## src/rtl/sdaPkg.sv

```systemverilog
package sdaPkg;
  // strobes from control to datapath
  typedef struct packed {
    logic load;   // capture a new sum this cycle
  } sdaStrobe_t;
endpackage

```

## src/rtl/sdaDigitCell.sv

```systemverilog
// One digit position: intermediate digit and outgoing transfer.
module sdaDigitCell (
  input  logic xP,
  input  logic xM,
  input  logic yP,
  input  logic yM,
  input  logic nbNeg,   // lower neighbour pair holds a -1
  output logic tP,
  output logic tM,
  output logic wP,
  output logic wM
);
  logic bothPos, bothNeg, posZero, negZero, single;

  always_comb begin
    bothPos = xP & yP;
    bothNeg = xM & yM;
    posZero = (xP & ~yP & ~yM) | (yP & ~xP & ~xM);
    negZero = (xM & ~yP & ~yM) | (yM & ~xP & ~xM);
    single  = posZero | negZero;
    tP = bothPos | (posZero & ~nbNeg);
    tM = bothNeg | (negZero & nbNeg);
    wP = single & nbNeg;
    wM = single & ~nbNeg;
  end
endmodule

```

## src/rtl/sdaToTwos.sv

```systemverilog
// Signed-digit word to two's complement: positive part minus negative part.
module sdaToTwos #(
  parameter int W = 9
) (
  input  logic [W-1:0] posPart,
  input  logic [W-1:0] negPart,
  output logic [W:0]   value
);
  always_comb value = {1'b0, posPart} - {1'b0, negPart};
endmodule

```

## src/rtl/sdaControl.sv

```systemverilog
module sdaControl
  import sdaPkg::*;
(
  input  logic       clk,
  input  logic       rstN,
  input  logic       inValid,
  output sdaStrobe_t strobe,
  output logic       outValid
);
  always_comb strobe.load = inValid;

  always_ff @(posedge clk) begin
    if (!rstN) outValid <= 1'b0;
    else       outValid <= inValid;
  end

  // a result follows every accepted operand set
  a_r8_valid_follows: assert property (@(posedge clk) disable iff (!rstN)
    inValid |=> outValid);
  // no result without operands
  a_r8_valid_quiet: assert property (@(posedge clk) disable iff (!rstN)
    !inValid |=> !outValid);
endmodule

```

## src/rtl/sdaDatapath.sv

```systemverilog
module sdaDatapath
  import sdaPkg::*;
#(
  parameter int N = 8
) (
  input  logic         clk,
  input  logic         rstN,
  input  sdaStrobe_t   strobe,
  input  logic [N-1:0] aPlus,
  input  logic [N-1:0] aMinus,
  input  logic [N-1:0] bPlus,
  input  logic [N-1:0] bMinus,
  output logic [N:0]   sumPlus,
  output logic [N:0]   sumMinus,
  output logic [N+1:0] sumTwos
);
  localparam int SW = N + 1;

  logic [N-1:0] tP, tM, wP, wM, nbNeg;
  logic [N:0]   nextP, nextM;

  for (genvar i = 0; i < N; i++) begin : g_pos
    if (i == 0) begin : g_lsb
      assign nbNeg[i] = 1'b0;
      assign nextP[i] = wP[i];
      assign nextM[i] = wM[i];
    end else begin : g_up
      assign nbNeg[i] = aMinus[i-1] | bMinus[i-1];
      assign nextP[i] = (wP[i] & ~tM[i-1]) | (tP[i-1] & ~wM[i]);
      assign nextM[i] = (wM[i] & ~tP[i-1]) | (tM[i-1] & ~wP[i]);
    end
    sdaDigitCell u_cell (
      .xP(aPlus[i]), .xM(aMinus[i]), .yP(bPlus[i]), .yM(bMinus[i]),
      .nbNeg(nbNeg[i]),
      .tP(tP[i]), .tM(tM[i]), .wP(wP[i]), .wM(wM[i])
    );
  end
  assign nextP[N] = tP[N-1];
  assign nextM[N] = tM[N-1];

  always_ff @(posedge clk) begin
    if (!rstN) begin
      sumPlus  <= '0;
      sumMinus <= '0;
    end else if (strobe.load) begin
      sumPlus  <= nextP;
      sumMinus <= nextM;
    end
  end

  sdaToTwos #(.W(SW)) u_conv (
    .posPart(sumPlus), .negPart(sumMinus), .value(sumTwos)
  );

  // no sum digit is ever the illegal pair
  a_r1_legal_digit: assert property (@(posedge clk) disable iff (!rstN)
    (sumPlus & sumMinus) == '0);
  // sum holds while nothing is loaded
  a_r8_hold: assert property (@(posedge clk) disable iff (!rstN)
    !strobe.load |=> ($stable(sumPlus) && $stable(sumMinus)));
  // two +1 digits at the top push +1 into the extra digit
  a_r3_top_pos: assert property (@(posedge clk) disable iff (!rstN)
    (strobe.load && aPlus[N-1] && bPlus[N-1]) |=> sumPlus[N]);
  // a cancelling or empty top pair leaves the extra digit zero
  a_r2_top_quiet: assert property (@(posedge clk) disable iff (!rstN)
    (strobe.load && ((aPlus[N-1] && bMinus[N-1]) || (aMinus[N-1] && bPlus[N-1]) ||
     !(aPlus[N-1] || aMinus[N-1] || bPlus[N-1] || bMinus[N-1])))
    |=> (!sumPlus[N] && !sumMinus[N]));
endmodule

```

## src/rtl/sdAdder.sv

```systemverilog
module sdAdder
  import sdaPkg::*;
#(
  parameter int N = 8
) (
  input  logic         clk,
  input  logic         rstN,
  input  logic         inValid,
  input  logic [N-1:0] aPlus,
  input  logic [N-1:0] aMinus,
  input  logic [N-1:0] bPlus,
  input  logic [N-1:0] bMinus,
  output logic         outValid,
  output logic [N:0]   sumPlus,
  output logic [N:0]   sumMinus,
  output logic [N+1:0] sumTwos
);
  sdaStrobe_t strobe;

  sdaControl u_ctrl (
    .clk(clk), .rstN(rstN), .inValid(inValid),
    .strobe(strobe), .outValid(outValid)
  );

  sdaDatapath #(.N(N)) u_dp (
    .clk(clk), .rstN(rstN), .strobe(strobe),
    .aPlus(aPlus), .aMinus(aMinus), .bPlus(bPlus), .bMinus(bMinus),
    .sumPlus(sumPlus), .sumMinus(sumMinus), .sumTwos(sumTwos)
  );
endmodule

```

## config.mk

```make
export PLATFORM = sky130hd
export DESIGN_NAME = sdAdder
export DESIGN_NICKNAME = d
export VERILOG_FILES = /design/src/rtl/sdaPkg.sv /design/src/rtl/sdaDigitCell.sv /design/src/rtl/sdaToTwos.sv /design/src/rtl/sdaControl.sv /design/src/rtl/sdaDatapath.sv /design/src/rtl/sdAdder.sv
export SDC_FILE = /design/constraint.sdc
export NUM_CORES = 1
export LEC_CHECK = 0
export BUFFER_PORTS_ARGS = -buffer_cell sky130_fd_sc_hd__buf_2
export CAP_MARGIN = 20
export CORE_MARGIN = 4
export CORE_UTILIZATION = 45
export CTS_CLUSTER_SIZE = 30
export DETAILED_ROUTE_END_ITERATION = 7
export PLACE_DENSITY_LB_ADDON = 0.25
export SYNTH_ARGS = -nofsm -noshare
export SYNTH_HDL_FRONTEND = slang
export SYNTH_SLANG_ARGS = --single-unit
```

## constraint.sdc

```tcl
create_clock -name clk -period 2.05 [get_ports clk]
set_input_delay 0.1025 -clock clk [delete_from_list [all_inputs] [get_ports clk]]
set_output_delay 0.1025 -clock clk [all_outputs]
set_load 0.005 [all_outputs]
```

==> results of run 1 <==
per-layer routing:
metal	vias up	wire, um
met5	-	0
met3	4	273
met1	836	2110
met2	50	1950
li1	985	-
met4	0	29
report_power, final:
part           leakage (nW)  total, mW  switching, mW  internal [mW]
clock network        0.0288      0.291          0.121          0.171
logic                 0.863      0.561          0.293          0.269
registers             0.151      0.398         0.0203          0.378
cells in the final DEF (no fill, tap or decap), types with 4 or more instances in the layout:
cell       n
a21oi_1   15
inv_1     16
xor2_1     7
o21ai_0   26
nor2_2     4
buf_4      6
clkbuf_8   4
a21o_1     4
nor3_1     7
o211ai_1   4
ha_1       8
o211a_1    5
maj3_1     4
dfxtp_1   12
nand2_1   20
xnor2_1    6
buf_2     62
dfxtp_2    6
nor2_1    32
timing repair:
action,in CTS,in global routing
hold endpoints to repair,0,0
buffers inserted,4,0
setup endpoints to repair,2,3
pin swaps,4,4
resized for setup,8,4
per-stage QoR:
| step | area, um2 | setup WS, ps | utilization |
|---|---|---|---|
| after floorplan | 1750 | 318 | - |
| after global placement | 2100 | 157 | 0.566 |
| after detailed placement | 2100 | 69.9 | 0.566 |
| after CTS | 2210 | 3.29 | 0.594 |
| after global routing | 2210 | 4.60 | 0.596 |
| final | 2210 | 75.8 | 0.596 |
final cells by class:
class	instances	area share
timing repair buffer	68	0.161
inverter	18	0.0305
sequential	18	0.166
tap	48	0.0271
multi-input combinational	195	0.591
clock buffer	4	0.0249
registers in the layout, summed over array words and instances, names as in the netlist:
signal / flops
u_dp.sumPlus: 8
u_dp.sumMinus: 9
u_ctrl.outValid: 1
path summary, 6_finish.rpt:
path	start	endpoint
setup / recovery	u_dp.sumMinus[1]	sumTwos[8]
hold / removal	aPlus[0]	u_dp.sumPlus[1]
setup reg to reg	u_dp.sumMinus[1]	u_dp.sumMinus[1]
hold reg to reg	u_dp.sumPlus[2]	u_dp.sumPlus[2]
kinds of logic after synthesis:
kind of cell | Yosys count | share of synthesized area
XOR/XNOR | 15 | 0.0901
AND/OR/NAND/NOR | 76 | 0.197
other | 1 | 0.00214
buffers and inverters | 24 | 0.0565
flip-flops | 18 | 0.206
adder cells (fa/ha/maj) | 14 | 0.0980
AO/OA/AOI/OAI | 89 | 0.350
worst register-to-register path, stage by stage, from the launching register on:
cell and delay, ps:
dfxtp_2 330, buf_4 130, o211a_1 190
==> impl_metrics.json, run 1 <==
{
  "finalHoldViolations": 0,
  "start_util": 0.471,
  "grt_overflow": 0,
  "cp_max_fo": 2,
  "path_cells": "inv_2 -> fa_2 -> a21o_1 -> nand2_1 -> a21boi_2 -> o41ai_2 -> xnor2_1 -> buf_2",
  "cpLargestDelayFamily": "compound AO/OA/AOI/OAI gates",
  "critical_path_class": "flop to output pin",
  "gr-usage-all-layers": 0.173,
  "dpl.hpwl_um": 3410,
  "antenna_found_initial": 0,
  "cts_made_buffers": 3,
  "async_flop_share": 0,
  "fin_hold_ws_ps": 155,
  "fin_crit_sh": 0.963,
  "dp.cells": 343,
  "avgViaCountPerCell": 5.34,
  "rrSetupSlack_ps": 1290,
  "num_antenna_cells": 0,
  "syn_nets": 281,
  "gr-usage-met1": 0.241,
  "grt_first_pass_wirelength_um": 7150,
  "slew_viol_final": 0,
  "tightest_slew_ps": 585,
  "clkTransAtPathRegs_ps": 70,
  "yosysUniqueCellTypes": 52,
  "dieArea_um2": 4950,
  "cts_buffer_depth": 2,
  "grt_max_degree": 24,
  "top_usage_layer": "met2",
  "hold_depth": 3,
  "ir_drop_uv": 212,
  "synth_top_area_frac": 0.206,
  "clock_skew_ps": 0,
  "layout-drive-gt1-share": 0.323,
  "cts-root-buf": "clkbuf_8",
  "drc_errors": 0,
  "postCtsHoldBufs": 0,
  "ys.flop_type": "dfxtp_1",
  "grt_pass1_vias": 1609,
  "use_met3": 0.0288,
  "p_leak_nw": 1.04,
  "crit_path_max_incr_delay_ps": 360,
  "slew_headroom": 0.609,
  "hold_path.class": "primary input to flop",
  "cp_slowest_cell": "fa_2",
  "synth_commonest_cells": "nor2_1, o21ai_0, nand2_1",
  "ys_seq_area_frac": 0.206,
  "start_kind": "flop",
  "synth.most_common_cell": "nor2_1",
  "die_y_um": 70.3,
  "cts.sinks": 18,
  "yosys.area.top_type": "dfxtp_1",
  "ant_nets": 0,
  "regArea_um2": 368,
  "max_freq_mhz": 507,
  "rsz0062_at_grt": "no",
  "htree_levels": 1,
  "tns_ps": 0,
  "cp.buffers_inverters": 2,
  "synth_area_per_cell_um2": 7.38,
  "grt.met2_usage": 0.277,
  "clkLatencyLatePin_ps": 250,
  "fin_crit_ps": 1970,
  "fillCellCount": 337,
  "p_total_mw": 1.25,
  "routed_wirelength_um": 4370,
  "core_area_um2": 3720,
  "cts_tree": "built",
  "synth_edf_count": 0,
  "yosys_warnings": 0,
  "ys_ff_latch": 18,
  "drtPass1Iterations": 4,
  "row_count": 22,
  "dr_total_vias": 1875,
  "nets": 348,
  "io_pins": 64,
  "io_buffers": 62,
  "drt-wirelength-per-cell_um": 12.4,
  "power_density_nw_per_um2": 565,
  "die_x_um": 70.3,
  "maxCapViolCount": 0,
  "netlist_area_um2": 1750,
  "drt_iter0_markers": 50,
  "syn_inst": 237,
  "synth_area_leaders": "dfxtp_1, o21ai_0, nor2_1",
  "setup_violations": 0,
  "fin_cells": 351,
  "end_kind": "output pin",
  "r2r_cells": 2,
  "status": "complete, no violations",
  "cp.depth": 8,
  "required_ps": 1950,
  "worst_ep_arrival_time_ps": 1870,
  "area_growth_pct": 26.5,
  "multiInputGateArea_um2": 1310,
  "gp_congestion": 0.803
}
Note: power is estimated with default switching activity, not from simulation.
==> run 2: changes to the inputs <==
Settings changed: ABC_AREA set to 1, CORE_UTILIZATION 45 to 30.
==> run 2 against run 1 <==
Final cell count increased by 51%. Largest cell class unchanged. Highest routed layer unchanged. First-iteration DRC count increased by 92%. Maximum frequency increased by 6.1%. Register-to-register slack improved by 30 ps.
==> impl_metrics.json, run 2 <==
{
  "status": "complete, no violations",
  "dieArea_um2": 8280,
  "drc_errors": 0,
  "ant_nets": 0,
  "drtPass1Iterations": 6,
  "core_area_um2": 6530,
  "die_y_um": 91.0,
  "cts_tree": "built",
  "hold_path.class": "primary input to flop",
  "antenna_found_initial": 0,
  "cts-root-buf": "clkbuf_8",
  "setup_slack_ps": 189,
  "clock_power_share": 0.230,
  "synth_edf_count": 0,
  "intPower_mw": 0.791,
  "ys.flop_type": "dfxtp_1",
  "tns_ps": 0,
  "cts.sinks": 18,
  "hold_depth": 3,
  "ys_ff_latch": 18,
  "row_count": 29,
  "clkLatencyLatePin_ps": 260,
  "largest_reg_flops": 9,
  "cts_buffer_depth": 2,
  "die_x_um": 91.0,
  "rsz0062_at_grt": "no",
  "p_total_mw": 1.27,
  "synth_commonest_cells": "nand2_1, inv_1, nand3_1",
  "ir_drop_uv": 251,
  "nets": 498,
  "synth.most_common_cell": "nand2_1",
  "layout_common_cells": "nand2_1, buf_2, inv_1",
  "syn_inst": 392,
  "ys_seq_area_frac": 0.174,
  "grt_pass1_vias": 2109,
  "io_pins": 64,
  "grt_overflow": 0,
  "switchingPower_mw": 0.483,
  "pre_cts_ws_ps": 389,
  "clock_skew_ps": 0,
  "cts_resized": 0,
  "synth_top_area_frac": 0.294,
  "drt_iter0_markers": 96,
  "final_common_cell": "nand2_1",
  "dr_total_vias": 2371,
  "gp_congestion": 0.785,
  "start_util": 0.316,
  "drt-wirelength-per-cell_um": 9.62,
  "layout-drive-gt1-share": 0.216,
  "reg_top3": "u_dp.sumMinus (9), u_dp.sumPlus (8), u_ctrl.outValid (1)",
  "avgViaCountPerCell": 4.47,
  "start_kind": "flop",
  "cts_setup_buffers": 0,
  "async_flop_share": 0,
  "end_kind": "output pin",
  "fin_crit_sh": 0.908,
  "cts_made_buffers": 3,
  "yosys_warnings": 0,
  "cp_max_fo": 4,
  "dpl.hpwl_um": 4370,
  "required_ps": 1950,
  "max_freq_mhz": 537,
  "switching_share": 0.379,
  "synth_area_per_cell_um2": 5.27,
  "htree_levels": 1,
  "worst_ep_arrival_time_ps": 1760,
  "grt_first_pass_wirelength_um": 8710,
  "critical_path_class": "flop to output pin",
  "top_register": "u_dp.sumMinus",
  "setup_violations": 0,
  "netlist_area_um2": 2070,
  "seq_power_share": 0.311,
  "yosys.area.top_type": "nand2_1",
  "postCtsHoldBufs": 0,
  "fin_crit_ps": 1860,
  "area_growth_pct": 21.2,
  "clkTransAtPathRegs_ps": 70,
  "yosysUniqueCellTypes": 28,
  "routed_wirelength_um": 5100,
  "r2r_cells": 4,
  "synth_area_leaders": "nand2_1, dfxtp_1, nand3_1",
  "maxCapViolCount": 0,
  "combPwrFrac": 0.459,
  "finalHoldViolations": 0,
  "grt_max_degree": 18,
  "gr-usage-all-layers": 0.120,
  "num_antenna_cells": 0,
  "slew_viol_final": 0,
  "p_leak_nw": 1.57,
  "io_buffers": 62,
  "syn_nets": 436,
  "power_density_nw_per_um2": 509
}
run 2: layer usage:
layer  track usage  vias up  share of wire
met3        0.0223        2          0.051
met5             0        -              0
li1              -     1327              -
met2         0.223       53           0.46
met1         0.148      989           0.48
met4        0.0151        0         0.0041
run 2: kinds of logic after synthesis:
family | after synthesis | synth area share
other | 1 | 0.00181
AOI/OAI and AO/OA | 45 | 0.131
adders and majority gates | 9 | 0.0581
xor gates and xnor gates | 6 | 0.0254
DFF | 18 | 0.174
and+or+nand+nor | 238 | 0.467
buffers and inverters | 75 | 0.143
run 2: path summary, 6_finish.rpt:
path | endpoint | start | slack (ps)
min reg2reg | u_dp.sumMinus[0] | u_dp.sumMinus[0] | 540
max reg2reg | u_dp.sumMinus[4] | u_dp.sumMinus[4] | 1320
max | sumTwos[6] | u_dp.sumMinus[0] | 190
min | u_ctrl.outValid | rstN | 130
run 2: through the flow:
| step | hold WS (ps) | instance area (um2) | util | instances |
|---|---|---|---|---|
| global placement | 408 | 2440 | 0.374 | 526 |
| finish | 131 | 2500 | 0.384 | 530 |
| CTS | 135 | 2500 | 0.383 | 530 |
| floorplan | 200 | 2070 | - | 392 |
| detailed placement | 410 | 2440 | 0.374 | 526 |
| global route | 143 | 2500 | 0.384 | 530 |
run 2: final cells by class:
type / instances / area (um2)
Clock buffer: 4 / 55.1
Fill cell: 737 / 4030
Inverter: 69 / 259
Multi-Input combinational cell: 299 / 1420
Sequential cell: 18 / 362
Tap cell: 77 / 96.3
Timing Repair Buffer: 63 / 318
run 2: critical path, cell delays in order, from the launching register on:
cell     delay [ps]
dfxtp_2         340
inv_1            70
fa_1            430
nand3_1         110
nand2_1         110
a21oi_2         160
xnor2_1         140
buf_2           140
run 2: power by group through the flow:
| stage | Clock (mW) | Combinational (mW) | Sequential, mW |
|---|---|---|---|
| 4_1_cts | 0.305 | 0.590 | 0.396 |
| 6_report | 0.293 | 0.585 | 0.396 |
| 3_5_place_dp | 0 | 0.588 | 0.404 |
| 2_1_floorplan | 0 | 0.383 | 0.405 |
| 3_3_place_gp | 0 | 0.582 | 0.403 |
| 5_1_grt | 0.328 | 0.677 | 0.400 |
